<file path="config.mk">
export PLATFORM = sky130hd
export DESIGN_NAME = quad_dac_frontend
export DESIGN_NICKNAME = d
export VERILOG_FILES = /design/src/rtl/qdac_pkg.sv /design/src/rtl/qdac_ctrl.sv /design/src/rtl/qdac_stage_bank.sv /design/src/rtl/qdac_out_bank.sv /design/src/rtl/qdac_blank.sv /design/src/rtl/quad_dac_frontend.sv
export SDC_FILE = /design/constraint.sdc
export NUM_CORES = 1
export LEC_CHECK = 0
export ABC_AREA = 0
export BUFFER_PORTS_ARGS = -buffer_cell sky130_fd_sc_hd__buf_2
export CELL_PAD_IN_SITES_DETAIL_PLACEMENT = 1
export CELL_PAD_IN_SITES_GLOBAL_PLACEMENT = 1
export CORE_MARGIN = 5
export CORE_UTILIZATION = 30
export CTS_CLUSTER_SIZE = 40
export DETAILED_ROUTE_END_ITERATION = 7
export PLACE_DENSITY = 0.67
export SYNTH_ARGS = -nofsm -noshare
export SYNTH_HDL_FRONTEND = slang
export SYNTH_SLANG_ARGS = --single-unit
export TNS_END_PERCENT = 50
</file>
<file path="constraint.sdc">
create_clock -name clk -period 1.3 [get_ports clk]
set_input_delay 0 -clock clk [delete_from_list [all_inputs] [get_ports clk]]
set_output_delay 0 -clock clk [all_outputs]
set_load 0.03 [all_outputs]
</file>
<file path="src/rtl/qdac_pkg.sv">
package qdac_pkg;
   // Width selection for a staging write
   typedef enum logic {
      PH_LOW_NIBBLE = 1'b0,
      PH_FULL       = 1'b1
   } load_phase_e;

   // Decoded control actions for one clock edge
   typedef struct packed {
      logic        wr_en;
      load_phase_e phase;
      logic        copy;
      logic        zero;
   } ctrl_s;
endpackage

</file>
<file path="src/rtl/qdac_ctrl.sv">
module qdac_ctrl
   import qdac_pkg::*;
(
   input  logic  cs_n,
   input  logic  wr1_n,
   input  logic  byte_sel,
   input  logic  wr2_n,
   input  logic  xfer_n,
   input  logic  clr_n,
   output ctrl_s ctrl
);
   logic xfer_req;

   always_comb begin
      xfer_req   = ~xfer_n & ~wr2_n;
      ctrl.wr_en = ~cs_n & ~wr1_n;
      ctrl.phase = byte_sel ? PH_FULL : PH_LOW_NIBBLE;
      ctrl.copy  = xfer_req & clr_n;
      ctrl.zero  = xfer_req & ~clr_n;
   end
endmodule

</file>
<file path="src/rtl/qdac_stage_bank.sv">
module qdac_stage_bank
   import qdac_pkg::*;
#(
   parameter int NUM_CH = 4,
   parameter int CODE_W = 12,
   parameter int HI_W   = 8,
   localparam int ADDR_W = $clog2(NUM_CH),
   localparam int LO_W   = CODE_W - HI_W
)(
   input  logic                     clk,
   input  logic                     rst_n,
   input  logic                     wr_en,
   input  load_phase_e              phase,
   input  logic [ADDR_W-1:0]        wr_addr,
   input  logic [CODE_W-1:0]        wr_data,
   output logic [NUM_CH*CODE_W-1:0] stage_q
);
   for (genvar ch = 0; ch < NUM_CH; ch++) begin : g_ch
      logic [CODE_W-1:0] q;
      logic              hit;

      assign hit = wr_en && (wr_addr == ADDR_W'(ch));

      always_ff @(posedge clk) begin
         if (!rst_n) begin
            q <= '0;
         end else if (hit) begin
            if (phase == PH_FULL) q <= wr_data;
            else                  q[LO_W-1:0] <= wr_data[CODE_W-1 -: LO_W];
         end
      end

      assign stage_q[ch*CODE_W +: CODE_W] = q;
   end
endmodule

</file>
<file path="src/rtl/qdac_out_bank.sv">
module qdac_out_bank #(
   parameter int NUM_CH = 4,
   parameter int CODE_W = 12
)(
   input  logic                     clk,
   input  logic                     rst_n,
   input  logic                     copy,
   input  logic                     zero,
   input  logic [NUM_CH*CODE_W-1:0] stage_q,
   output logic [NUM_CH*CODE_W-1:0] out_q
);
   for (genvar ch = 0; ch < NUM_CH; ch++) begin : g_ch
      logic [CODE_W-1:0] q;

      always_ff @(posedge clk) begin
         if (!rst_n || zero) q <= '0;
         else if (copy)      q <= stage_q[ch*CODE_W +: CODE_W];
      end

      assign out_q[ch*CODE_W +: CODE_W] = q;
   end
endmodule

</file>
<file path="src/rtl/qdac_blank.sv">
module qdac_blank #(
   parameter int NUM_CH = 4,
   parameter int CODE_W = 12
)(
   input  logic                     clr_n,
   input  logic [NUM_CH*CODE_W-1:0] out_q,
   output logic [NUM_CH*CODE_W-1:0] code
);
   for (genvar ch = 0; ch < NUM_CH; ch++) begin : g_ch
      assign code[ch*CODE_W +: CODE_W] = clr_n ? out_q[ch*CODE_W +: CODE_W] : '0;
   end
endmodule

</file>
<file path="src/rtl/quad_dac_frontend.sv">
module quad_dac_frontend
   import qdac_pkg::*;
#(
   parameter int NUM_CH = 4,
   parameter int CODE_W = 12,
   parameter int HI_W   = 8,
   localparam int ADDR_W = $clog2(NUM_CH),
   localparam int LO_W   = CODE_W - HI_W
)(
   input  logic                     clk,
   input  logic                     rst_n,
   input  logic [CODE_W-1:0]        data_in,
   input  logic [ADDR_W-1:0]        addr,
   input  logic                     cs_n,
   input  logic                     wr1_n,
   input  logic                     byte_sel,
   input  logic                     wr2_n,
   input  logic                     xfer_n,
   input  logic                     clr_n,
   output logic [NUM_CH*CODE_W-1:0] dac_code
);
   if (NUM_CH < 2) begin : g_bad_ch
      $error("quad_dac_frontend: NUM_CH must be at least 2");
   end
   if (HI_W < 1 || HI_W >= CODE_W) begin : g_bad_hi
      $error("quad_dac_frontend: HI_W must lie in 1..CODE_W-1");
   end
   if (LO_W > HI_W) begin : g_bad_lo
      $error("quad_dac_frontend: low phase must fit on the upper pins");
   end

   ctrl_s                     ctrl;
   logic [NUM_CH*CODE_W-1:0]  stage_w;
   logic [NUM_CH*CODE_W-1:0]  outreg_w;

   qdac_ctrl u_ctrl (
      .cs_n     (cs_n),
      .wr1_n    (wr1_n),
      .byte_sel (byte_sel),
      .wr2_n    (wr2_n),
      .xfer_n   (xfer_n),
      .clr_n    (clr_n),
      .ctrl     (ctrl)
   );

   qdac_stage_bank #(.NUM_CH(NUM_CH), .CODE_W(CODE_W), .HI_W(HI_W)) u_stage (
      .clk     (clk),
      .rst_n   (rst_n),
      .wr_en   (ctrl.wr_en),
      .phase   (ctrl.phase),
      .wr_addr (addr),
      .wr_data (data_in),
      .stage_q (stage_w)
   );

   qdac_out_bank #(.NUM_CH(NUM_CH), .CODE_W(CODE_W)) u_out (
      .clk     (clk),
      .rst_n   (rst_n),
      .copy    (ctrl.copy),
      .zero    (ctrl.zero),
      .stage_q (stage_w),
      .out_q   (outreg_w)
   );

   qdac_blank #(.NUM_CH(NUM_CH), .CODE_W(CODE_W)) u_blank (
      .clr_n (clr_n),
      .out_q (outreg_w),
      .code  (dac_code)
   );
endmodule

</file>
# [After elaboration in Yosys (flattened, before gate mapping)]
# Index checks and enable logic that the tools add are counted.
[totals] output_inout_bits=48 regBits=96
[op_classes] n_eq_ne=3 reduce_logical=11 bitwise_logic=9 n_mux=6
[ops] cell="$mux W12" n=4
[ops] cell="$reduce_and A2 Y1" n=4
[ops] cell="$not A1 Y1" n=5
[ops] cell="$and A1 B1 Y1" n=4
[ops] cell="$eq A2 B2 Y1 const B" n=2
[ops] cell="$logic_and A1 B1 Y1" n=4
[ops] cell="$mux W4" n=1
[ops] cell="$eq A2 B1 Y1 const B" n=1
[ops] cell="$logic_not A2 Y1" n=1
[ops] cell="$logic_not A1 Y1" n=1
[ops] cell="$logic_or A1 B1 Y1" n=1
[ops] cell="$mux W1" n=1

# [Logic depth before layout (Yosys ltp)]
[depth] word_depth=4 ltp_mapped=5 depth_no_buf=3

# [By module]
# From an unflattened synthesis, not the netlist that was laid out.
[unflattened] hier_cells=392 hier_area_um2=3854.9
[by_module_without_submodules] mod="qdac_out_bank" n_inst=1 area_each_um2=1736.7 cells_per_inst=156 seq_area_each_um2=960.9
[by_module_without_submodules] mod="qdac_stage_bank" n_inst=1 area_each_um2=1714.1 cells_per_inst=179 seq_area_each_um2=960.9
[by_module_without_submodules] mod="qdac_blank" n_inst=1 area_each_um2=370.4 cells_per_inst=53 seq_area_each_um2=0.0
[by_module_without_submodules] mod="qdac_ctrl" n_inst=1 area_each_um2=33.8 cells_per_inst=4 seq_area_each_um2=0.0

# [Worst setup path before layout]
# No wires, ideal clock.
[synth_timing] path_type="input-to-reg" start="input byte_sel" end="register u_stage.g_ch[3].q[10]" slack_ns=0.343 arrival_time_ns=0.885 cell_stages=5 cell_sequence="clkbuf_2 nor3b_4 and3_1 buf_6 mux2i_1"
[synth_between] elab_chain_cells=2
[synth_rtl] item="from (decl)" line_no="quad_dac_frontend.sv:16" rtl="input logic byte_sel,"
[synth_rtl] item="$mux W1" line_no="qdac_ctrl.sv:17" rtl="ctrl.phase = byte_sel ? PH_FULL : PH_LOW_NIBBLE;"
[synth_rtl] item="$reduce_and A2 Y1 (no source line)"
[synth_rtl] item="to (signal assigned)" line_no="qdac_stage_bank.sv:28" rtl="if (phase == PH_FULL) q <= wr_data;"
[synth_rtl] item="to (signal, indexed assignment)" line_no="qdac_stage_bank.sv:29" rtl="else q[LO_W-1:0] <= wr_data[CODE_W-1 -: LO_W];"
[synth_rtl] item="to (decl)" line_no="qdac_stage_bank.sv:19" rtl="logic [CODE_W-1:0] q;"
# Every way passes these cells.
# A chain may end at the register's enable or synchronous reset.

# [Worst setup path in the final report]
[layout_timing] start="register u_out.g_ch[0].q[3]" end="output dac_code[3]"
[layout_between] elab_chain_cells=1
[layout_rtl] item="from (decl)" line_no="qdac_out_bank.sv:13" rtl="logic [CODE_W-1:0] q;"
[layout_rtl] item="from (signal assigned)" line_no="qdac_out_bank.sv:17" rtl="else if (copy) q <= stage_q[ch*CODE_W +: CODE_W];"
[layout_rtl] item="$mux W12" line_no="qdac_blank.sv:10" rtl="assign code[ch*CODE_W +: CODE_W] = clr_n ? out_q[ch*CODE_W +: CODE_W] : '0;"
[layout_rtl] item="to (decl)" line_no="quad_dac_frontend.sv:20" rtl="output logic [NUM_CH*CODE_W-1:0] dac_code"
# Every way passes these cells.

==> results.json <==
{
  "outcome": "finished clean",
  "gp_congestion": 0.765,
  "async_flop_share": 0,
  "antenna_found_initial": 0,
  "holdCritPathClass": "in2reg",
  "synth_area_leaders": "dfxtp_1 (49%), nand2_1 (14%), mux2i_1 (9.2%)",
  "seq_area_sq_um": 1920,
  "ys.flop_type": "dfxtp_1",
  "rsz0062_at_grt": "false",
  "maxCapViolations": 0,
  "place_hpwl_mm": 7.62,
  "finalWirelength_mm": 10.5,
  "routed_via_density": 4.65,
  "netlist.area_leader.share": 0.492,
  "fin_area_sq_um": 4740,
  "wire_per_inst_microns": 15.5,
  "clock_path_buffers": 2,
  "place_area_sq_um": 4450,
  "dr.pass1.iters": 4,
  "vias": 3170,
  "ys_seq_area_frac": 0.492,
  "max_freq_mhz": 992,
  "cts_sinks": 96,
  "crit_arrival_ns": 1.01,
  "crit_path_max_fanout": 2,
  "synth_edf_count": 0,
  "switching_power_uw": 1370,
  "gr-total-overflow": 0,
  "htree_num_levels": 3,
  "cts_buffers": 9,
  "combPwrFrac": 0.061,
  "grt_pass1_wl_mm": 17.1,
  "tritoncts": "done",
  "p_per_area_nw_per_um2": 1260,
  "worstMarginPinSlew_ns": 0.535,
  "drive_above_1_share": 0.206,
  "synth_common_cells": "nand2_1 (150), dfxtp_1 (96), and2_1 (48), a21oi_1 (47), mux2i_1 (36)",
  "core-area_sq_um": 12700,
  "grt_pass1_vias": 3324,
  "crit_path_start_kind": "flip-flop",
  "worstSetupPathType": "reg2out",
  "setup_tns_ns": 0,
  "syn_inst": 441,
  "crit_required_ns": 1.30,
  "p_int_uw": 4630,
  "finalClockSkew_ns": 0.00515,
  "cts_resized": 0,
  "synth-seq-cells": 96,
  "ys_types": 26,
  "diodes": 0,
  "synthesis.area_sq_um": 3910,
  "clock_power_share": 0.439,
  "cts_setup_buffers": 0,
  "clk_latency_ns": 0.34,
  "fillers": 1561,
  "finalHoldViolCount": 0,
  "die_w_microns": 124,
  "rows": 41,
  "ir_drop_mv": 0.573,
  "cts_root_buffer": "clkbuf_16",
  "syn_to_final_growth_pct": 21.4,
  "nets": 527,
  "pin_count": 70,
  "slew_headroom": 0.641,
  "dieArea_sq_um": 15400,
  "yosys_warnings": 0,
  "reg2reg_setup_slack_ns": 0.62,
  "start_util": 0.308,
  "leakage_uw": 0.00218,
  "drtIter0Drc": 145,
  "path_clk_slew_ns": 0.07,
  "syn_avg_cell_area_sq_um": 8.86,
  "ant_nets": 0,
  "syn_nets": 463,
  "switching_share": 0.228,
  "grt_use_total": 0.146,
  "drv_slew": 0,
  "end_kind": "output port",
  "synth_most_common_cell": "nand2_1",
  "portBuffers": 69,
  "grt_max_degree": 41,
  "yosysTopAreaCell": "dfxtp_1",
  "period_needed_ns": 1.01,
  "multi_input_area_sq_um": 1820,
  "die_y_microns": 124,
  "setup_violations": 0,
  "drc": 0,
  "holdBufCountCts": 0,
  "period_share": 0.776,
  "power_frac_seq": 0.499
}
-- routing by layer --
| metal | share of wire | routed length, microns | up-vias | global-route usage |
|---|---|---|---|---|
| met1 | 0.46 | 4800 | 1533 | 0.186 |
| li1 | - | - | 1568 | - |
| met4 | 0.013 | 133 | 0 | 0.0465 |
| met2 | 0.49 | 5110 | 58 | 0.245 |
| met3 | 0.047 | 492 | 11 | 0.0300 |
| met5 | 0 | 0 | - | 0 |
-- power by group through the flow --
stage               sequential [uW]  clock (uW)  combinational [uW]
finish                         2990        2640                 367
global route                   3000        2810                 402
CTS                            2990        2700                 372
detailed placement             3060           0                 371
global placement               3060           0                 359
floorplan                      3050           0                 210
-- cell families (layout without fill, tap and decap cells) --
kind of cell	Yosys count	in the layout	synth area share
compound gates	66	66	0.106
simple gates	212	212	0.262
mux	36	36	0.0922
buf+inv	31	99	0.0471
flops	96	96	0.492
-- flip-flops by register name, indices dropped and copies added (netlist names) --
register / cells
u_out.g_ch.q: 48
u_stage.g_ch.q: 48
-- metrics by stage --
stage / utilization / setup slack, ns / std cells / hold WS [ns] / total power (uW)
6_report: 0.374 / 0.292 / 681 / 0.0265 / 6000
5_1_grt: 0.374 / 0.207 / 681 / 0.0223 / 6200
4_1_cts: 0.374 / 0.272 / 681 / 0.0108 / 6070
3_5_place_dp: 0.351 / 0.0909 / 666 / 0.380 / 3430
3_3_place_gp: 0.351 / 0.155 / 666 / 0.377 / 3420
2_1_floorplan: - / 0.343 / 441 / 0.196 / 3260
-- area by class of cell --
cell class / count / area share
well taps: 172 / 0.0454
clock buffers: 12 / 0.0520
repair buffers: 84 / 0.104
clock inverters: 3 / 0.00897
flip-flops and latches: 96 / 0.405
multi-input cells: 314 / 0.384
-- cells in the final DEF (no fill, tap or decap), drive strengths merged, types with 2 or more instances in the layout --
cell	count
nor4b	2
clkbuf	12
nand2	151
nand3b	2
mux2i	36
dfxtp	96
nor2	2
a21oi	47
nor3b	2
and2	48
buf	84
o211a	16
-- final timing paths --
kind	startpoint	to	depth (start not counted)
hold reg to reg	u_out.g_ch[0].q[10]	u_out.g_ch[0].q[10]	2
setup / recovery	u_out.g_ch[0].q[3]	dac_code[3]	2
setup reg to reg	u_stage.g_ch[0].q[3]	u_out.g_ch[0].q[3]	2
hold / removal	data_in[4]	u_stage.g_ch[3].q[4]	3
-- critical path: stages, from the launching register on --
cell and delay, ns:
dfxtp_1 0.35, and2_1 0.12, buf_2 0.19
Power figures use the tool's default switching activity.
